$ cat src/rtl/be_split_pkg.sv
package be_split_pkg;

   localparam int MAX_LANES = 64;

   function automatic bit is_pow2(input int v);
      return (v > 0) && ((v & (v - 1)) == 0);
   endfunction

   // true when m is one aligned power-of-two group of set lanes
   function automatic bit legal_group(input logic [MAX_LANES-1:0] m);
      int lo;
      int cnt;
      logic [MAX_LANES-1:0] shape;
      if (m == '0) return 1'b0;
      lo = 0;
      for (int i = MAX_LANES - 1; i >= 0; i--) begin
         if (m[i]) lo = i;
      end
      cnt = $countones(m);
      if (!is_pow2(cnt)) return 1'b0;
      if ((lo % cnt) != 0) return 1'b0;
      shape = ((MAX_LANES'(1) << cnt) - MAX_LANES'(1)) << lo;
      return shape == m;
   endfunction

endpackage

$ cat src/rtl/be_piece_pick.sv
module be_piece_pick #(
   parameter int BE_W = 4
) (
   input  logic [BE_W-1:0] mask,
   output logic [BE_W-1:0] piece,
   output logic [BE_W-1:0] rest
);
   localparam int LG = $clog2(BE_W);

   logic [BE_W-1:0]         low_lane;
   logic [LG:0][BE_W-1:0]   grp_hit;
   logic [LG:0][BE_W-1:0]   lvl_mask;
   logic [LG:0]             lvl_fit;

   // one-hot of the lowest pending lane
   assign low_lane = mask & (~mask + BE_W'(1));

   genvar k, g, b;
   generate
      for (k = 0; k <= LG; k++) begin : g_lvl
         localparam int SZ = 1 << k;
         localparam int NG = BE_W / SZ;
         for (g = 0; g < BE_W; g++) begin : g_grp
            if (g < NG) begin : g_real
               assign grp_hit[k][g] = (|low_lane[g*SZ +: SZ]) & (&mask[g*SZ +: SZ]);
            end else begin : g_none
               assign grp_hit[k][g] = 1'b0;
            end
         end
         for (b = 0; b < BE_W; b++) begin : g_bit
            assign lvl_mask[k][b] = grp_hit[k][b / SZ];
         end
         assign lvl_fit[k] = |grp_hit[k];
      end
   endgenerate

   // widest fitting level wins
   always_comb begin
      piece = '0;
      for (int lv = 0; lv <= LG; lv++) begin
         if (lvl_fit[lv]) piece = lvl_mask[lv];
      end
   end

   assign rest = mask & ~piece;

endmodule

$ cat src/rtl/be_remain_reg.sv
module be_remain_reg #(
   parameter int BE_W = 4
) (
   input  logic            clk,
   input  logic            rst_n,
   input  logic            advance,
   input  logic [BE_W-1:0] rest,
   output logic [BE_W-1:0] rem_q,
   output logic            busy
);
   always_ff @(posedge clk or negedge rst_n) begin
      if (!rst_n) begin
         rem_q <= '0;
      end else if (advance) begin
         rem_q <= rest;
      end
   end

   assign busy = |rem_q;

endmodule

$ cat src/rtl/be_splitter.sv
module be_splitter
   import be_split_pkg::*;
#(
   parameter int BE_W      = 4,
   parameter bit FULL_ONLY = 1'b0
) (
   input  logic            clk,
   input  logic            rst_n,
   input  logic            write_in,
   input  logic [BE_W-1:0] byteenable_in,
   input  logic            waitrequest_in,
   output logic [BE_W-1:0] byteenable_out,
   output logic            waitrequest_out
);

   initial begin
      if (!is_pow2(BE_W) || BE_W > MAX_LANES)
         $error("be_splitter: BE_W must be a power of two up to %0d", MAX_LANES);
   end

   generate
      if (FULL_ONLY) begin : g_wire
         assign byteenable_out  = '1;
         assign waitrequest_out = waitrequest_in;
      end else begin : g_split
         logic [BE_W-1:0] rem_q;
         logic [BE_W-1:0] cur;
         logic [BE_W-1:0] piece;
         logic [BE_W-1:0] rest;
         logic            busy;
         logic            advance;

         assign cur     = busy ? rem_q : byteenable_in;
         assign advance = write_in & ~waitrequest_in;

         be_piece_pick #(.BE_W(BE_W)) u_pick (
            .mask  (cur),
            .piece (piece),
            .rest  (rest)
         );

         be_remain_reg #(.BE_W(BE_W)) u_rem (
            .clk     (clk),
            .rst_n   (rst_n),
            .advance (advance),
            .rest    (rest),
            .rem_q   (rem_q),
            .busy    (busy)
         );

         assign byteenable_out  = piece;
         assign waitrequest_out = waitrequest_in | (write_in & (|rest));
      end
   endgenerate

endmodule

$ cat config.mk
export PLATFORM = sky130hd
export DESIGN_NAME = be_splitter
export DESIGN_NICKNAME = d
export VERILOG_FILES = /design/src/rtl/be_split_pkg.sv /design/src/rtl/be_piece_pick.sv /design/src/rtl/be_remain_reg.sv /design/src/rtl/be_splitter.sv
export SDC_FILE = /design/constraint.sdc
export NUM_CORES = 1
export LEC_CHECK = 0
export ABC_AREA = 1
export ABC_CLOCK_PERIOD_IN_PS = 2000
export BUFFER_PORTS_ARGS = -buffer_cell sky130_fd_sc_hd__buf_4
export CAP_MARGIN = 20
export CORE_AREA = 10 10 47 49
export DETAILED_ROUTE_END_ITERATION = 10
export DIE_AREA = 0 0 57 59
export SYNTH_ARGS = -nofsm -noshare
export SYNTH_HDL_FRONTEND = slang
export SYNTH_SLANG_ARGS = --single-unit
$ cat constraint.sdc
create_clock -name clk -period 2 [get_ports clk]
set_input_delay 0.2 -clock clk [delete_from_list [all_inputs] [get_ports clk]]
set_output_delay 0.2 -clock clk [all_outputs]
set_load 0.01 [all_outputs]
After elaboration in Yosys (flattened, before gate mapping)
Index checks and enable logic that the tools add are counted.

Logic and storage cells: 31. Memories kept: 0. Bits in writable memories: 0. Memory bits (read-only): 0. Input bits: 8. Register bits after elaboration: 4. Latch bits: 0. Output and inout port bits: 5.

Shift operators: 0. Equal/unequal tests: 0. Multipliers: 0. Add/subtract/negate cells: 1. Divide/modulo/power cells: 0. Order comparisons: 0. Reductions and logical operators: 10. Muxes and demuxes: 4. Bitwise operators: 15.

Operators with widths (count): $mux 4 (4); $reduce_or 4->1 (4); $and 1x1->1 (9); $and 4x4->4 (2); $not 4->4 (2); $reduce_or 2->1 (3); $add 4x1->4 const B (1); $reduce_and 2->1 (2); $reduce_and 4->1 (1); $not 1->1 (1); $or 1x1->1 (1).

Longest topological paths before layout
Gate-level depths: netlist of the first run.

Depth after elaboration: 15. Gate-level depth with buffers: 8. Gate-level depth less buffers: 8.

Cells and area by module
Synthesis of the first run repeated with hierarchy kept, for this count alone.

Cell total of the unflattened synthesis: 57. Area, all modules: 319.1 µm².

By module, submodules not included: be_remain_reg (area an instance 160.2 µm², cells each 20, instances 1, sequential area each 100.1 µm²); be_splitter (area an instance 80.1 µm², cells each 20, instances 1, sequential area each 0.0 µm²); be_piece_pick (area an instance 78.8 µm², cells each 17, instances 1, sequential area each 0.0 µm²).

Worst setup path after synthesis of the first run
No wires, ideal clock.

Kind: reg-to-output. Start point: reg g_split.u_rem.rem_q[3]. End point: out waitrequest_out. Stages on the path, launching flop included: 9. Buffers on the path: 0. Data required time: 1.800 ns. Arrival: 1.072 ns. Path slack: 0.728 ns. Path through: dfrtp_1 > nor2_2 > nand3_1 > nand2_2 > nand2_1 > clkinv_1 > nand2_2 > o2111ai_1 > nand2_1.

Cells in the longest elaborated chain, start to end: 15. Elaborated cells between the ends (all ways): 28. Those cells by class: add/sub: 1; mux: 4; bitwise: 13; reduce/logical: 10.

Ends and longest elaborated chain: from (decl) (RTL line be_remain_reg.sv:8) `output logic [BE_W-1:0] rem_q,`; from (signal assigned) (RTL line be_remain_reg.sv:15) `rem_q <= rest;`; $reduce_or 4->1 (RTL line be_remain_reg.sv:19) `assign busy = |rem_q;`; $mux 4 * (RTL line be_splitter.sv:33) `assign cur = busy ? rem_q : byteenable_in;`; $not 4->4 (RTL line be_piece_pick.sv:16) `assign low_lane = mask & (~mask + BE_W'(1));`; $add 4x1->4 (RTL line be_piece_pick.sv:16); $and 4x4->4 (RTL line be_piece_pick.sv:16); $and 1x1->1 or $reduce_or 2->1 (tied branches) (RTL line be_piece_pick.sv:25) `assign grp_hit[k][g] = (|low_lane[g*SZ +: SZ]) & (&mask[g*SZ +: SZ]);`; $reduce_or 4->1 or $and 1x1->1 (tied branches) (RTL line be_piece_pick.sv:33, be_piece_pick.sv:25); $mux 4 or $reduce_or 2->1 (tied branches) (RTL line be_piece_pick.sv:41, be_piece_pick.sv:33); $mux 4 (RTL line be_piece_pick.sv:41) `if (lvl_fit[lv]) piece = lvl_mask[lv];`; $mux 4 * (RTL line be_piece_pick.sv:41); named net byteenable_out[1] (RTL line be_splitter.sv:12) `output logic [BE_W-1:0] byteenable_out,`; $not 4->4 * (RTL line be_piece_pick.sv:45) `assign rest = mask & ~piece;`; $and 4x4->4 * (RTL line be_piece_pick.sv:45); $reduce_or 4->1 * (RTL line be_splitter.sv:52) `assign waitrequest_out = waitrequest_in | (write_in & (|rest));`; $and 1x1->1 * (RTL line be_splitter.sv:52); $or 1x1->1 * (RTL line be_splitter.sv:52); to (decl) (RTL line be_splitter.sv:13) `output logic waitrequest_out`.

The timed path passes the listed nets; every way through them passes the cells marked *.

Final worst setup path of the first run
Start point: reg g_split.u_rem.rem_q[3]. End point: out waitrequest_out.

Cells in the longest elaborated chain, start to end: 15. Elaborated cells between the ends (all ways): 28. Those cells by class: add/sub: 1; mux: 4; bitwise: 13; reduce/logical: 10.

Ends and longest elaborated chain (RTL line): $reduce_or 4->1 (be_remain_reg.sv:19); $mux 4 * (be_splitter.sv:33); $not 4->4 (be_piece_pick.sv:16); $add 4x1->4 (be_piece_pick.sv:16); $and 4x4->4 (be_piece_pick.sv:16); $and 1x1->1 or $reduce_or 2->1 (tied branches) (be_piece_pick.sv:25); $reduce_or 4->1 or $and 1x1->1 (tied branches) (be_piece_pick.sv:33, be_piece_pick.sv:25); $mux 4 or $reduce_or 2->1 (tied branches) (be_piece_pick.sv:41, be_piece_pick.sv:33); $mux 4 (2 in series) (be_piece_pick.sv:41); $not 4->4 (be_piece_pick.sv:45); $and 4x4->4 * (be_piece_pick.sv:45); $reduce_or 4->1 * (be_splitter.sv:52); $and 1x1->1 * (be_splitter.sv:52); $or 1x1->1 * (be_splitter.sv:52).

Mark *: on every way between the ends. The rest lies on a longest branch, timed or not.

==> impl_metrics.json, run 1 <==
{
  "status": "complete, no violations",
  "cp.arrival_ns": 1.48,
  "largest_register": "g_split.u_rem.rem_q",
  "area_delta_synth_final_pct": 52.5,
  "synthAdderAreaFrac_pct": 0,
  "nFillCells": 166,
  "initial_core_util_pct": 19.4,
  "cts_setup_buffers": 0,
  "hold_viol_final": 0,
  "slowest_delay_ns": 0.38,
  "drt_iter0_drc": 4,
  "ant_nets": 0,
  "antenna_found_initial": 0,
  "die_w_um": 57,
  "grt_pass1_vias": 295,
  "crit_chain": "nor2_2 -> nand3_1 -> nand2_2 -> nand2_1 -> clkinv_1 -> nand2_2 -> o2111ai_1 -> nand2_1 -> buf_4",
  "clkTransAtPathRegs_ns": 0.04,
  "crit_type": "reg -> out",
  "timing.final.crit_share_pct": 83.9,
  "largest_reg_flops": 4,
  "synth_top_family_by_area": "simple AND/OR/NAND/NOR gates",
  "syn-num-nets": 47,
  "critPathSlowestCell": "dfrtp_1",
  "fin_nets": 65,
  "die_area_mm2": 0.00336,
  "synth_mux_area_share_pct": 0,
  "power_per_cell_area_mw_per_mm2": 1200,
  "whs_ns": 0.299,
  "max_freq_mhz": 596,
  "first_pass_iters": 4,
  "ios": 13,
  "clock_sinks": 4,
  "ys_seq_area_share_pct": 36.9,
  "yosys.area_share.simple_pct": 38.7,
  "final.min_clock_period_ns": 1.68,
  "min_path_type": "in -> async",
  "avgSynthCellArea_um2": 6.96,
  "reg_top3": "g_split.u_rem.rem_q (4)",
  "dp_slack_ns": 0.571,
  "yosysWarningCount": 0,
  "row_count": 14,
  "setup_tns_ns": 0,
  "clock_path_buffers": 2,
  "gp_congestion": 0.799,
  "clk_latency_ns": 0.23,
  "wl_per_cell_um": 9.66,
  "diodes": 0,
  "grtUsageTotal_pct": 4.59,
  "drive_above_1_share_pct": 40.0,
  "ys_ff_latch": 4,
  "finalClockSkew_ns": 0.00385,
  "synth_xor_area_share_pct": 0,
  "setup_violations": 0,
  "via_per_inst": 4.27,
  "ir_worst_vdd_mv": 0.400,
  "grt_remaining_overflow": 0,
  "fin_area_um2": 414,
  "dpl_cell_area_um2": 382,
  "cts_tree": "done",
  "cts_buffers": 3,
  "drc_errors": 0,
  "syn_area_um2": 272,
  "routed_wl_um": 686,
  "leakagePower_nw": 0.223,
  "path_delay_family": "simple AND/OR/NAND/NOR gates",
  "critical_path.endpoint_type": "primary output",
  "maxCapViolations": 0,
  "grt_pass1_wl_um": 1190,
  "fin_ws_ns": 0.321,
  "synth_cells": 39,
  "required_ns": 1.80,
  "path_buf_inv": 2,
  "cts_max_level": 1,
  "crit_path_max_fanout": 5,
  "core_area_mm2": 0.00140,
  "crit_path_start_kind": "register",
  "synth-compound-area-share_pct": 10.6,
  "cts_resized": 0,
  "via_count": 303,
  "slew_headroom_pct": 86.9,
  "dp_hpwl_um": 593,
  "tightest_slew_ns": 0.196,
  "synth_cell_types": 12,
  "grt_max_degree": 7,
  "slew_viol_final": 0,
  "fin_util_pct": 29.6,
  "port-buffer-count": 12,
  "cts-root-buf": "clkbuf_4",
  "rsz0062_at_grt": "no",
  "die_h_um": 59
}
## synth_stat cells
| cell | instances | area share (%) |
|---|---|---|
| clkinv_1 | 2 | 2.8 |
| dfrtp_1 | 4 | 37 |
| inv_1 | 8 | 11 |
| nand2_1 | 4 | 5.5 |
| nand2_2 | 5 | 12 |
| nand3_1 | 4 | 7.4 |
| nand4_1 | 3 | 6.9 |
| nor2_1 | 2 | 2.8 |
| nor2_2 | 2 | 4.6 |
| o2111ai_1 | 1 | 3.2 |
| o21ai_0 | 2 | 3.7 |
| o21ai_1 | 2 | 3.7 |
## logic make-up (layout without fill, tap and decap cells)
| group | after synthesis | after routing |
|---|---|---|
| flops | 4 | 4 |
| simple gates | 20 | 20 |
| compound gates | 5 | 5 |
| buf+inv | 10 | 26 |
## cells in the final DEF (no fill, tap or decap)
cell and instances:
nand3_1 4, dfrtp_1 4, o21ai_0 2, nand4_1 3, nor2_2 2, inv_1 8, clkbuf_4 3, o21ai_1 2
o2111ai_1 1, nand2_1 4, dlygate4sd3_1 1, nor2_1 2, clkinv_1 2, buf_4 12, nand2_2 5
## cell type report
| type | instances | area [um^2] | share of cell area, % |
|---|---|---|---|
| timing repair buffer | 13 | 100 | 24.2 |
| sequential | 4 | 100 | 24.2 |
| multi-input combinational | 25 | 134 | 32.3 |
| clock buffer | 3 | 22.5 | 5.44 |
| tap | 16 | 20.0 | 4.83 |
| inverter | 10 | 37.5 | 9.06 |
## worst register-to-register path: cells and delay by family (launching register included)
kind	cells	cell delay (ns)
buffers and inverters	1	0.05
flip-flops	1	0.38
AO/OA/AOI/OAI	1	0.07
AND/OR/NAND/NOR	6	0.60
## layer usage
layer / routed length, um / GRT usage, % / part of all wire, % / vias up
met4: 19 / 5.03 / 2.8 / 0
met1: 334 / 5.13 / 49 / 130
met2: 266 / 5.12 / 39 / 15
li1: - / - / - / 156
met5: 0 / 0 / 0 / -
met3: 65 / 3.22 / 9.5 / 2
## timing repair
item | CTS | global route
hold buffers | 1 | 0
endpoints found under the hold margin | 4 | 0
setup endpoints to repair | 0 | 0
## final timing paths
kind                            depth (start not counted)                      to                   start  slack [ns]
worst max-delay path                                    9         waitrequest_out  g_split.u_rem.rem_q[3]        0.32
worst min-delay path                                    2  g_split.u_rem.rem_q[3]                   rst_n        0.30
worst max register to register                          8  g_split.u_rem.rem_q[3]  g_split.u_rem.rem_q[3]        0.79
worst min register to register                          2  g_split.u_rem.rem_q[1]  g_split.u_rem.rem_q[1]        0.57
max in group asynchronous                               2  g_split.u_rem.rem_q[1]                   rst_n        1.60
min in group clk                                        4  g_split.u_rem.rem_q[1]                write_in        0.33
## power breakdown
| group | total [W] | internal [W] | switching, W |
|---|---|---|---|
| clock | 0.0000992 | 0.0000671 | 0.0000321 |
| combinational | 0.000289 | 0.000124 | 0.000165 |
| sequential | 0.000110 | 0.0000991 | 0.0000114 |
## through the flow
step           std cells  power, W
2_1_floorplan         39  0.000293
3_3_place_gp          67  0.000398
3_5_place_dp          67  0.000401
4_1_cts               71  0.000506
5_1_grt               71  0.000552
6_report              71  0.000499
Note: power is estimated with default switching activity, not from simulation.
==> inputs of run 2 (changes only) <==
--- a/config.mk
+++ b/config.mk
@@ -5,8 +5,8 @@
 export SDC_FILE = /design/constraint.sdc
 export NUM_CORES = 1
 export LEC_CHECK = 0
-export ABC_AREA = 1
-export ABC_CLOCK_PERIOD_IN_PS = 2000
+export ABC_AREA = 0
+export ABC_CLOCK_PERIOD_IN_PS = 1600
 export BUFFER_PORTS_ARGS = -buffer_cell sky130_fd_sc_hd__buf_4
 export CAP_MARGIN = 20
 export CORE_AREA = 10 10 47 49
==> constraint.sdc (replaced) <==
create_clock -name clk -period 1.6 [get_ports clk]
set_input_delay 0.16 -clock clk [delete_from_list [all_inputs] [get_ports clk]]
set_output_delay 0.16 -clock clk [all_outputs]
set_load 0.01 [all_outputs]
==> impl_metrics.json, run 2 <==
{
  "postSynth.asyncResetShare_pct": 100,
  "grt_pass1_vias": 385,
  "timing.final.crit_share_pct": 111,
  "worst-r2r-cell-count": 6,
  "avgSynthCellArea_um2": 8.56,
  "core_area_mm2": 0.00140,
  "max_freq_mhz": 561,
  "ir_worst_vdd_mv": 0.658,
  "grt_remaining_overflow": 0,
  "synth_cell_types": 17,
  "die_h_um": 59,
  "power_frac_seq_pct": 18.8,
  "cts_tree": "done",
  "clock_sinks": 4,
  "grt_pass1_wl_um": 1590,
  "largest_register": "g_split.u_rem.rem_q",
  "synth_cells": 32,
  "clock_path_buffers": 2,
  "violations": "negative setup slack",
  "synth-edff-count": 0,
  "ys_ff_latch": 4,
  "dp_slack_ns": 0.00140,
  "p_sw_share_pct": 36.5,
  "drive_above_1_share_pct": 56.9,
  "min_path_type": "in -> async",
  "drc_errors": 0,
  "crit_path_start_kind": "register",
  "required_ns": 1.44,
  "diodes": 0,
  "die_w_um": 57,
  "grtUsageTotal_pct": 6.28,
  "dp_hpwl_um": 616,
  "cts_max_level": 1,
  "fin_nets": 68,
  "leakagePower_nw": 0.248,
  "p_comb_share_pct": 64.4,
  "cp.arrival_ns": 1.62,
  "final_common_cell": "buf_4",
  "fin_util_pct": 37.6,
  "slew_viol_final": 0,
  "antenna_found_initial": 0,
  "status": "complete, but fails checks",
  "via_per_inst": 4.43,
  "layout_common_cells": "buf_4, nand2_1",
  "port-buffer-count": 12,
  "synth_largest_area_cell": "dfrtp_1",
  "p_int_w": 0.000481,
  "ant_nets": 0,
  "slew_headroom_pct": 82.6,
  "clkTransAtPathRegs_ns": 0.04,
  "largest_reg_flops": 4,
  "critical_path.endpoint_type": "primary output",
  "setup_violations": 3,
  "die_area_mm2": 0.00336,
  "place_inst": 65,
  "wl_per_cell_um": 12.3,
  "synth_common_cells": "dfrtp_1, nand2_1",
  "yosys-top-cells-area": "dfrtp_1, o31ai_1, and2_1, o21ai_1, nand2_1",
  "nFillCells": 152,
  "hold_viol_final": 0,
  "synth_top_area_share_pct": 36.5,
  "ios": 13,
  "routed_wl_um": 908,
  "final.min_clock_period_ns": 1.78,
  "r2r-start": "g_split.u_rem.rem_q[1]",
  "clk_latency_ns": 0.24,
  "area_delta_synth_final_pct": 92.2,
  "tightest_slew_ns": 0.261,
  "cts_buffers": 3,
  "switchingPower_w": 0.000277,
  "reg_top3": "g_split.u_rem.rem_q (4)",
  "synthFlopType": "dfrtp_1",
  "maxCapViolations": 0,
  "syn-num-nets": 40,
  "initial_core_util_pct": 19.6,
  "power_per_cell_area_mw_per_mm2": 1440,
  "drt_iter0_drc": 1,
  "yosysWarningCount": 0,
  "rr_endpoint": "g_split.u_rem.rem_q[2]",
  "ys_seq_area_share_pct": 36.5,
  "power.share.clock_pct": 16.8,
  "rrSetupSlack_ns": 0.20,
  "gp_congestion": 0.770,
  "syn_area_um2": 274,
  "crit_type": "reg -> out",
  "finalPower_w": 0.000758,
  "finalClockSkew_ns": 0.00270,
  "fin_ws_ns": -0.184,
  "row_count": 14,
  "via_count": 328,
  "first_pass_iters": 2,
  "crit_path_max_fanout": 4,
  "fin_cells": 74,
  "grt_max_degree": 7,
  "cts-root-buf": "clkbuf_4",
  "rsz0062_at_grt": "yes"
}
## run 2: cell types whose count changed in the layout (fill, tap and decap cells not counted), sizes merged, moves of 3 or more
cell,delta
buf,+10
inv,-5
nand2,-5
nand3,-4
and2,+3
nand4,-3
o31ai,+3
## run 2: cell families (layout without fill, tap and decap cells)
logic type      after synthesis  in the layout  synth area share [%]
simple gates                 14             14                  28.8
compound gates               11             11                  30.6
flops                         4              4                  36.5
buf+inv                       3             29                  4.11
## run 2: critical path, cell delays in order (launching register included)
cell and delay (ns):
dfrtp_1 0.41, nor2_4 0.17, a31oi_2 0.11, or3_1 0.38, a41o_1 0.19, buf_6 0.12
## run 2: how the worst max path moves through the flow
| stage | start | endpoint | slack [ns] | cells past startpoint |
|---|---|---|---|---|
| 3_3_place_gp | g_split.u_rem.rem_q[0] | waitrequest_out | 0.009 | 5 |
| 4_1_cts | g_split.u_rem.rem_q[1] | waitrequest_out | -0.21 | 5 |
| 5_1_grt | g_split.u_rem.rem_q[0] | waitrequest_out | -0.26 | 5 |
| 2_1_floorplan | g_split.u_rem.rem_q[0] | waitrequest_out | 0.14 | 4 |
| 3_5_place_dp | g_split.u_rem.rem_q[0] | waitrequest_out | 0.001 | 5 |
| 6_report | g_split.u_rem.rem_q[0] | waitrequest_out | -0.18 | 5 |
## run 2: routing by layer
layer | share of wire [%] | vias to the layer above | global-route usage [%] | routed length, um
li1 | - | 168 | - | -
met1 | 48 | 141 | 6.69 | 438
met2 | 41 | 15 | 8.99 | 376
met3 | 5.6 | 4 | 2.15 | 51
met4 | 4.6 | 0 | 7.05 | 42
met5 | 0 | - | 0 | 0
## run 2: through the flow
| stage | setup TNS (ns) | area [um^2] | hold WS (ns) |
|---|---|---|---|
| finish | -0.338 | 527 | 0.257 |
| global route | -0.636 | 527 | 0.275 |
| CTS | -0.369 | 524 | 0.258 |
| detailed placement | 0 | 422 | -0.0412 |
| global placement | 0 | 422 | -0.0424 |
| floorplan | 0 | 274 | -0.136 |
## run 2: final cells by class
class / count / area (um^2) / share of cell area (%)
multi-input combinational: 25 / 193 / 36.6
clock buffer: 3 / 22.5 / 4.28
tap: 16 / 20.0 / 3.80
inverter: 3 / 11.3 / 2.14
timing repair buffer: 23 / 179 / 34.0
sequential: 4 / 101 / 19.2
## run 2: repair_timing
item,4_1_cts,5_1_grt
resized for setup,7,1
setup endpoints to repair,3,3
endpoints found under the hold margin,4,0
hold buffers,1,0
setup buffers,6,0
pin swaps,5,4
## run 2: power groups by stage
stage | Clock, W | Sequential [W] | Combinational [W]
2_1_floorplan | 0 | 0.000145 | 0.000184
3_3_place_gp | 0 | 0.000149 | 0.000385
3_5_place_dp | 0 | 0.000151 | 0.000386
4_1_cts | 0.000130 | 0.000143 | 0.000486
5_1_grt | 0.000139 | 0.000146 | 0.000547
6_report | 0.000127 | 0.000143 | 0.000488
